==> src/rtl/sertx_pkg.sv <==
package sertx_pkg;

  typedef enum logic [2:0] {
    ST_IDLE,
    ST_START,
    ST_DATA,
    ST_PAR,
    ST_STOP
  } tx_state_t;

  typedef struct packed {
    logic [1:0] wlen;
    logic       two_stop;
    logic       par_en;
    logic       par_even;
    logic       par_stick;
  } frame_cfg_t;

  function automatic frame_cfg_t decode_cfg(input logic [5:0] w);
    frame_cfg_t c;
    c.wlen      = w[1:0];
    c.two_stop  = w[2];
    c.par_en    = w[3];
    c.par_even  = w[4];
    c.par_stick = w[5];
    return c;
  endfunction

endpackage

==> src/rtl/sertx_hold.sv <==
module sertx_hold #(
  parameter int DATA_W = 8
) (
  input  logic              clk,
  input  logic              rst,
  input  logic              wr_stb,
  input  logic [DATA_W-1:0] wr_data,
  input  logic              take,
  output logic              hold_full,
  output logic [DATA_W-1:0] hold_data
);

  always_ff @(posedge clk) begin
    if (rst) begin
      hold_full <= 1'b0;
      hold_data <= '0;
    end else if (take) begin
      hold_full <= 1'b0;
    end else if (wr_stb && !hold_full) begin
      hold_full <= 1'b1;
      hold_data <= wr_data;
    end
  end

  a_r8_write_lands: assert property (@(posedge clk) disable iff (rst)
    (wr_stb && !hold_full) |=> (hold_full && hold_data == $past(wr_data)));

  a_r8_take_drains: assert property (@(posedge clk) disable iff (rst)
    take |=> !hold_full);

  a_r9_full_write_ignored: assert property (@(posedge clk) disable iff (rst)
    (hold_full && !take) |=> (hold_full && $stable(hold_data)));

endmodule

==> src/rtl/sertx_parity.sv <==
module sertx_parity #(
  parameter int DATA_W = 8
) (
  input  logic [DATA_W-1:0] data,
  input  logic [1:0]        wlen,
  input  logic              par_even,
  input  logic              par_stick,
  output logic              par_bit
);

  localparam int MIN_BITS = DATA_W - 3;

  logic [DATA_W-1:0] used;

  for (genvar i = 0; i < DATA_W; i++) begin : g_mask
    if (i < MIN_BITS) begin : g_always
      assign used[i] = data[i];
    end else begin : g_sel
      localparam int K = i - MIN_BITS;
      assign used[i] = data[i] & (int'(wlen) > K);
    end
  end

  always_comb begin
    if (par_stick) par_bit = ~par_even;
    else if (par_even) par_bit = ^used;
    else par_bit = ~(^used);
  end

endmodule

==> src/rtl/sertx_framer.sv <==
module sertx_framer
  import sertx_pkg::*;
#(
  parameter int DATA_W = 8,
  parameter int OVS    = 16
) (
  input  logic              clk,
  input  logic              rst,
  input  logic              tick,
  input  logic              hold_full,
  input  logic [DATA_W-1:0] hold_data,
  input  frame_cfg_t        cfg,
  output logic              take,
  output logic              busy,
  output logic              line_bit
);

  localparam int MIN_BITS = DATA_W - 3;
  localparam int TCNT_W   = $clog2(2 * OVS);
  localparam int CNT_W    = $clog2(DATA_W);
  localparam logic [TCNT_W-1:0] BIT_LAST = TCNT_W'(OVS - 1);
  localparam logic [TCNT_W-1:0] MID_LAST = TCNT_W'(OVS + OVS / 2 - 1);
  localparam logic [TCNT_W-1:0] TWO_LAST = TCNT_W'(2 * OVS - 1);

  tx_state_t          st;
  logic [TCNT_W-1:0]  tcnt;
  logic [DATA_W-1:0]  shreg;
  logic [CNT_W-1:0]   bits_left;
  logic               par_q;
  logic               par_en_q;
  logic [TCNT_W-1:0]  stop_last;
  logic [TCNT_W-1:0]  stop_last_now;
  logic [TCNT_W-1:0]  end_cnt;
  logic               par_calc;

  sertx_parity #(.DATA_W(DATA_W)) u_par (
    .data      (hold_data),
    .wlen      (cfg.wlen),
    .par_even  (cfg.par_even),
    .par_stick (cfg.par_stick),
    .par_bit   (par_calc)
  );

  always_comb begin
    if (!cfg.two_stop) stop_last_now = BIT_LAST;
    else if (cfg.wlen == 2'b00) stop_last_now = MID_LAST;
    else stop_last_now = TWO_LAST;
  end

  assign take    = (st == ST_IDLE) && hold_full;
  assign busy    = (st != ST_IDLE);
  assign end_cnt = (st == ST_STOP) ? stop_last : BIT_LAST;

  always_ff @(posedge clk) begin
    if (rst) begin
      st        <= ST_IDLE;
      tcnt      <= '0;
      shreg     <= '0;
      bits_left <= '0;
      par_q     <= 1'b1;
      par_en_q  <= 1'b0;
      stop_last <= BIT_LAST;
    end else if (take) begin
      st        <= ST_START;
      tcnt      <= '0;
      shreg     <= hold_data;
      bits_left <= CNT_W'(MIN_BITS - 1) + CNT_W'(cfg.wlen);
      par_q     <= par_calc;
      par_en_q  <= cfg.par_en;
      stop_last <= stop_last_now;
    end else if (tick && st != ST_IDLE) begin
      if (tcnt != end_cnt) begin
        tcnt <= tcnt + 1'b1;
      end else begin
        tcnt <= '0;
        case (st)
          ST_START: st <= ST_DATA;
          ST_DATA: begin
            if (bits_left == '0) begin
              st <= par_en_q ? ST_PAR : ST_STOP;
            end else begin
              shreg     <= shreg >> 1;
              bits_left <= bits_left - 1'b1;
            end
          end
          ST_PAR:  st <= ST_STOP;
          default: st <= ST_IDLE;
        endcase
      end
    end
  end

  always_comb begin
    case (st)
      ST_START: line_bit = 1'b0;
      ST_DATA:  line_bit = shreg[0];
      ST_PAR:   line_bit = par_q;
      default:  line_bit = 1'b1;
    endcase
  end

  a_r3_stop_window: assert property (@(posedge clk) disable iff (rst)
    (st == ST_STOP) |-> (tcnt <= stop_last));

  a_r2_lsb_first: assert property (@(posedge clk) disable iff (rst)
    (st == ST_DATA && tick && tcnt == BIT_LAST && bits_left != '0)
      |=> (shreg[DATA_W-2:0] == $past(shreg[DATA_W-1:1])));

  a_r11_format_frozen: assert property (@(posedge clk) disable iff (rst)
    (st != ST_IDLE) |=> ($stable(stop_last) && $stable(par_en_q) && $stable(par_q)));

endmodule

==> src/rtl/sertx_top.sv <==
module sertx_top
  import sertx_pkg::*;
#(
  parameter int DATA_W = 8,
  parameter int OVS    = 16
) (
  input  logic              clk,
  input  logic              rst,
  input  logic              tick_16x,
  input  logic              wr_stb,
  input  logic [DATA_W-1:0] wr_data,
  input  logic [6:0]        line_ctrl,
  output logic              tx_out,
  output logic              hold_empty,
  output logic              tx_empty
);

  frame_cfg_t        cfg;
  logic              brk;
  logic              take;
  logic              busy;
  logic              line_bit;
  logic              hold_full;
  logic [DATA_W-1:0] hold_data;

  assign cfg = decode_cfg(line_ctrl[5:0]);
  assign brk = line_ctrl[6];

  sertx_hold #(.DATA_W(DATA_W)) u_hold (
    .clk       (clk),
    .rst       (rst),
    .wr_stb    (wr_stb),
    .wr_data   (wr_data),
    .take      (take),
    .hold_full (hold_full),
    .hold_data (hold_data)
  );

  sertx_framer #(.DATA_W(DATA_W), .OVS(OVS)) u_framer (
    .clk       (clk),
    .rst       (rst),
    .tick      (tick_16x),
    .hold_full (hold_full),
    .hold_data (hold_data),
    .cfg       (cfg),
    .take      (take),
    .busy      (busy),
    .line_bit  (line_bit)
  );

  always_ff @(posedge clk) begin
    if (rst) tx_out <= 1'b1;
    else tx_out <= brk ? 1'b0 : line_bit;
  end

  assign hold_empty = ~hold_full;
  assign tx_empty   = ~hold_full & ~busy;

  a_r7_break_forces_low: assert property (@(posedge clk) disable iff (rst)
    brk |=> !tx_out);

  a_r1_idle_high: assert property (@(posedge clk) disable iff (rst)
    (!brk && !busy) |=> tx_out);

endmodule

==> config.mk <==
export PLATFORM = sky130hd
export DESIGN_NAME = sertx_top
export DESIGN_NICKNAME = d
export VERILOG_FILES = /design/src/rtl/sertx_pkg.sv /design/src/rtl/sertx_hold.sv /design/src/rtl/sertx_parity.sv /design/src/rtl/sertx_framer.sv /design/src/rtl/sertx_top.sv
export SDC_FILE = /design/constraint.sdc
export NUM_CORES = 1
export LEC_CHECK = 0
export BUFFER_PORTS_ARGS = -buffer_cell sky130_fd_sc_hd__buf_2
export CAP_MARGIN = 20
export CORE_MARGIN = 1.5
export CORE_UTILIZATION = 50
export DETAILED_ROUTE_END_ITERATION = 6
export PLACE_DENSITY = 0.71
export SYNTH_ARGS = -nofsm -noshare
export SYNTH_HDL_FRONTEND = slang
export SYNTH_SLANG_ARGS = --single-unit
==> constraint.sdc <==
create_clock -name clk -period 2.2 [get_ports clk]
set_input_delay 0.11 -clock clk [delete_from_list [all_inputs] [get_ports clk]]
set_output_delay 0.11 -clock clk [all_outputs]
set_load 0.005 [all_outputs]
## Yosys cells after proc, flatten, opt, wreduce, memory -nomap -nowiden

Index checks and enable logic that the tools add are counted.

- Add/subtract/negate cells: 3
- Order comparisons: 3
- Eq/ne operators: 9
- Muxes and demuxes: 24
- Bitwise operators: 10
- Reductions and logical operators: 16

Operators with widths:

| operator | number |
|---|---|
| two-way mux 8 bit | 5 |
| two-way mux 3 bit | 7 |
| two-way mux 5 bit | 3 |
| case mux 3 bit (3 select lines) | 1 |
| XOR reduction 8 bit | 1 |
| equality test 3 x 2 -> 1 bit (second input constant) | 2 |
| logical NOT 3 bit | 2 |
| two-way mux 1 bit | 6 |
| inverter 1 bit | 6 |
| AND reduction 3 bit | 2 |
| adder 5 x 1 -> 5 bit (second input constant) | 1 |
| inequality test 5 bit | 1 |
| bitwise AND 1 bit | 4 |
| greater-than comparator 2 x 1 -> 1 bit (second input constant) | 2 |
| two-way mux 4 bit | 1 |
| inequality test 2 bit (second input constant) | 2 |
| AND reduction 4 bit | 1 |
| nonzero test 2 bit | 2 |
| adder 3 x 2 -> 3 bit (first input constant) | 1 |
| equality test 3 x 1 -> 1 bit (second input constant) | 1 |
| equality test 3 bit (second input constant) | 1 |
| logical AND 1 bit | 3 |
| inequality test 3 x 2 -> 1 bit (second input constant) | 1 |
| case mux 1 bit (3 select lines) | 1 |
| other kinds (8) | 8 |

- Bits in registers: 36
- Bits of input ports: 19

## Logic depth before layout (Yosys ltp)

- Word-level depth: 6
- Mapped depth: 8
- Gate-level depth less buffers: 7

## By module

A second synthesis with hierarchy kept.

- Cells, all modules: 199
- Area total of the unflattened synthesis: 1735.4 sq um

By module, submodules not included:

| module | times used | cells each | area an instance (sq um) | sequential area each (sq um) |
|---|---|---|---|---|
| sertx_framer | 1 | 143 | 1164.9 | 460.4 |
| sertx_hold | 1 | 38 | 397.9 | 180.2 |
| sertx_parity | 1 | 13 | 133.9 | 0.0 |
| sertx_top | 1 | 5 | 38.8 | 20.0 |

## Least setup slack after synthesis

No wires, ideal clock.

- Path kind: register -> register
- Start point: reg u_framer.st[2]
- End point: reg u_framer.bits_left[1]
- Setup time: 0.120 ns
- Data arrival time: 1.804 ns
- Required time: 2.080 ns
- Path slack: 0.276 ns
- Cell stages (with the launch flop): 8
- Period minus slack after synthesis: 1.924 ns
- Cells stage by stage: dfxtp_1 > buf_4 > and4bb_2 > xor2_1 > nor4_4 > buf_6 > nor4_1 > a211o_1

- Cells in the longest elaborated chain, start to end: 5

Ends and longest elaborated chain:

| what | RTL line | text |
|---|---|---|
| start, declared | sertx_framer.sv:25 | `tx_state_t st;` |
| start signal, assigned | sertx_framer.sv:80 | `st <= par_en_q ? ST_PAR : ST_STOP;` |
| equality test 3 bit | sertx_framer.sv:52 | `assign end_cnt = (st == ST_STOP) ? stop_last : BIT_LAST;` |
| two-way mux 5 bit | sertx_framer.sv:52 |  |
| inequality test 5 bit | sertx_framer.sv:72 | `if (tcnt != end_cnt) begin` |
| inequality test 2 bit (no source line) | - |  |
| AND reduction 4 bit (no source line) | - |  |
| end signal, assigned | sertx_framer.sv:67 | `bits_left <= CNT_W'(MIN_BITS - 1) + CNT_W'(cfg.wlen);` |
| end signal, assigned | sertx_framer.sv:83 | `bits_left <= bits_left - 1'b1;` |
| end, declared | sertx_framer.sv:28 | `logic [CNT_W-1:0] bits_left;` |

Parallel ways exist; a longest one is shown, timed or not.
A chain may end at the register's enable or synchronous reset.

## Worst setup path in the final report

- Start point: reg u_framer.st[2]
- End point: reg u_framer.shreg[4]

- Cells in the longest elaborated chain, start to end: 5

Ends and longest elaborated chain:

| what | RTL line | text |
|---|---|---|
| equality test 3 bit | sertx_framer.sv:52 |  |
| two-way mux 5 bit | sertx_framer.sv:52 |  |
| inequality test 5 bit | sertx_framer.sv:72 |  |
| inequality test 2 bit (no source line) | - |  |
| AND reduction 4 bit (no source line) | - |  |
| end signal, assigned | sertx_framer.sv:66 | `shreg <= hold_data;` |
| end signal, assigned | sertx_framer.sv:82 | `shreg <= shreg >> 1;` |
| end, declared | sertx_framer.sv:27 | `logic [DATA_W-1:0] shreg;` |

Parallel ways exist; a longest one is shown, timed or not.

==> summary.md <==
| Metric | Value |
|---|---|
| Status | finished clean |
| Area grow syn2layout | 16.0% |
| FF-to-FF End | u_framer.shreg[4] |
| Critical path data arrival time | 2.26 ns |
| Cells after Synth | 183 |
| CP bufs+invs | 1 |
| CP Cell Sequence | nor4b_4 > xnor2_1 > nor4_4 > buf_12 > nor3_1 > a2111oi_2 |
| Vias/cell | 5.49 |
| I/O Pins | 22 |
| Drt first pass iters | 6 |
| Post-synth ARST share | 0 |
| MaxCap Viol Count | 0 |
| Aggregate routed wire length | 3440 um |
| Post-synthesis register bit count | 33 |
| Rows | 20 |
| Initial Util | 0.535 |
| Final hold violations | 0 |
| Min-Delay Endpoint | u_hold.hold_data[2] |
| Full die area | 3700 um2 |
| Hold Path Cell Cnt | 3 |
| Yosys warning count | 0 |
| Latest clock arrival within the worst-skew pair | 0.34 ns |
| Global-route wire length before repair | 5770 um |
| DRC | 0 |
| RSZ-0062 raised after global routing | false |
| Via count | 1399 |
| PD cells | 641 nW/um2 |
| Largest net degree at the start of global routing | 30 |
| Reg2Reg Launch Point | u_framer.st[2] |
| CP required | 2.43 ns |
| Max FO, Critical Path | 19 |
| Root buf cell | clkbuf_4 |
| Post-Syn Area | 1670 um2 |
| Worst setup EP type | register |
| Worst vdd ir | 0.356 mV |
| Wire length per cell | 13.5 um |
| Routed Antenna Nets | 0 |
| FMAX | 493 MHz |
| Start point of the worst min-delay path | wr_data[2] |
| Slew margin rel. | 0.635 |
| Die X | 60.9 um |
| Num Clock Sinks | 33 |
| Inserted Clock Buffers | 5 |
| Clock skew | 0.00675 ns |
| Worst R2R Setup Slack | 0.17 ns |
| Gr ovfl total | 0 |
| Post-synth cell types | 50 |
| Mean Syn Cell Area | 9.15 um2 |
| Tot Pwr | 1240 uW |
| Core area | 3130 um2 |
| Die Height | 60.9 um |
| Routability-driven placement congestion ratio | 0.865 |
| Share of post-route cells with drive strength above 1 | 0.218 |
| Syn nets | 205 |
| # port buffers | 21 |
| Hpwl dp | 2500 um |
| Final Max Slew Viols | 0 |
| FILL cells | 292 |
| Initial drt markers | 88 |
| Delay-heaviest family, CP | simple AND/OR/NAND/NOR gates |
| Deepest clock path buffer count | 2 |
| Crit-path max cell delay | 0.49 ns |
| FF-to-FF path depth | 6 |
| Worst path slowest cell | dfxtp_1 |
| Leakage power | 0.000751 uW |
| Ant diodes | 0 |
| Endpoints failing setup | 0 |
| Commonest cells after routing, fill and taps aside | nor2_1, dfxtp_1, buf_2 |
| Final worst-path cycle share | 0.922 |
| Worst-Margin Slew | 0.547 ns |
| # nets final | 233 |
| Setup Buffers After CTS | 0 |
| Startpoint types | register |
| CTS tree | done |
| Worst setup path class | register to register |
| Final TNS setup | 0 ns |
| Htree depth | 2 |
| Register area share after synthesis | 0.395 |
| Hold Crit Class | primary input to register |
| Vias in the first global route | 1362 |
| Main flop type after synthesis | dfxtp_1 |
| GR Util All Layers | 0.218 |
| Initial antenna violation count | 0 |
| Number of synthesized flops with an enable pin | 0 |
| Final min period | 2.03 ns |
| Reg clk slew, reported paths | 0.10 ns |
==> worst register-to-register path, cell delays in order (launching register included) <==
cell and delay, ns:
dfxtp_1 0.49, nor4b_4 0.26, xnor2_1 0.17, nor4_4 0.35, buf_12 0.20, nor3_1 0.08, a2111oi_2 0.37
==> kinds of logic after synthesis <==
| group | count (synthesis) | synth area share |
|---|---|---|
| muxes | 11 | 0.0658 |
| DFF | 33 | 0.395 |
| adders and majority gates | 3 | 0.0224 |
| buffers and inverters | 17 | 0.0508 |
| and+or+nand+nor | 80 | 0.255 |
| xor gates and xnor gates | 11 | 0.0658 |
| AOI/OAI and AO/OA | 28 | 0.146 |
==> synthesized netlist by cell type (4+ instances only) <==
master,n,share of area
a2111oi_2,5,0.045
a21oi_1,6,0.018
clkbuf_1,6,0.013
dfxtp_1,33,0.39
inv_1,5,0.011
mux2i_1,11,0.066
nand2_1,12,0.027
nand3_1,4,0.012
nor2_1,32,0.072
nor3_1,11,0.033
xnor2_1,5,0.026
xor2_1,5,0.026
==> sequential cells by signal (all words and copies together) (netlist names) <==
register and flops:
u_hold.hold_full 1, u_framer.tcnt 5, u_framer.stop_last 2, u_framer.shreg 8
u_framer.bits_left 3, u_framer.par_q 1, tx_out 1, u_framer.st 3
u_hold.hold_data 8, u_framer.par_en_q 1
==> metrics by stage <==
stage | util | std cells | area (um2) | hold slack, ns | setup WS [ns]
floorplan | - | 183 | 1670 | 0.212 | 0.276
global placement | 0.584 | 242 | 1830 | 0.302 | 0.218
detailed placement | 0.584 | 242 | 1830 | 0.319 | 0.0944
CTS | 0.620 | 255 | 1940 | 0.00240 | 0.0678
global route | 0.621 | 255 | 1940 | 0.00761 | 0.0341
finish | 0.621 | 255 | 1940 | 0.0113 | 0.172
==> where the power goes <==
part           internal [uW]  total [uW]  switching, uW
sequential               635         666           30.6
clock                    151         350            199
combinational            112         229            117
==> what timing repair did <==
item,CTS,global route
endpoints found under the hold margin,6,0
hold buffers,6,0
resized for setup,0,1
setup endpoints to repair,0,6
==> layout make-up <==
type | instances | area (um2) | area share
sequential | 33 | 662 | 0.341
tap | 44 | 55.1 | 0.0284
multi-input combinational | 133 | 928 | 0.478
timing repair buffer | 33 | 223 | 0.115
clock buffer | 7 | 55.1 | 0.0284
inverter | 5 | 18.8 | 0.00966
==> layer usage <==
metal,global-route usage,vias up,share of wire
li1,-,706,-
met2,0.396,28,0.53
met3,0.0746,5,0.031
met5,0,-,0
met1,0.228,660,0.42
met4,0.0932,0,0.016
==> worst max path at each step <==
| stage | slack, ns | start | cells after the start | to |
|---|---|---|---|---|
| final | 0.17 | u_framer.st[2] | 6 | u_framer.shreg[4] |
| after global routing | 0.03 | u_framer.st[2] | 6 | u_framer.shreg[0] |
| after CTS | 0.07 | u_framer.st[1] | 6 | u_framer.shreg[4] |
| after detailed placement | 0.09 | u_framer.st[1] | 6 | u_framer.shreg[4] |
| after global placement | 0.22 | u_framer.st[1] | 6 | u_framer.shreg[0] |
| after floorplan | 0.28 | u_framer.st[2] | 7 | u_framer.bits_left[1] |
Note: power is estimated with default switching activity, not from simulation.
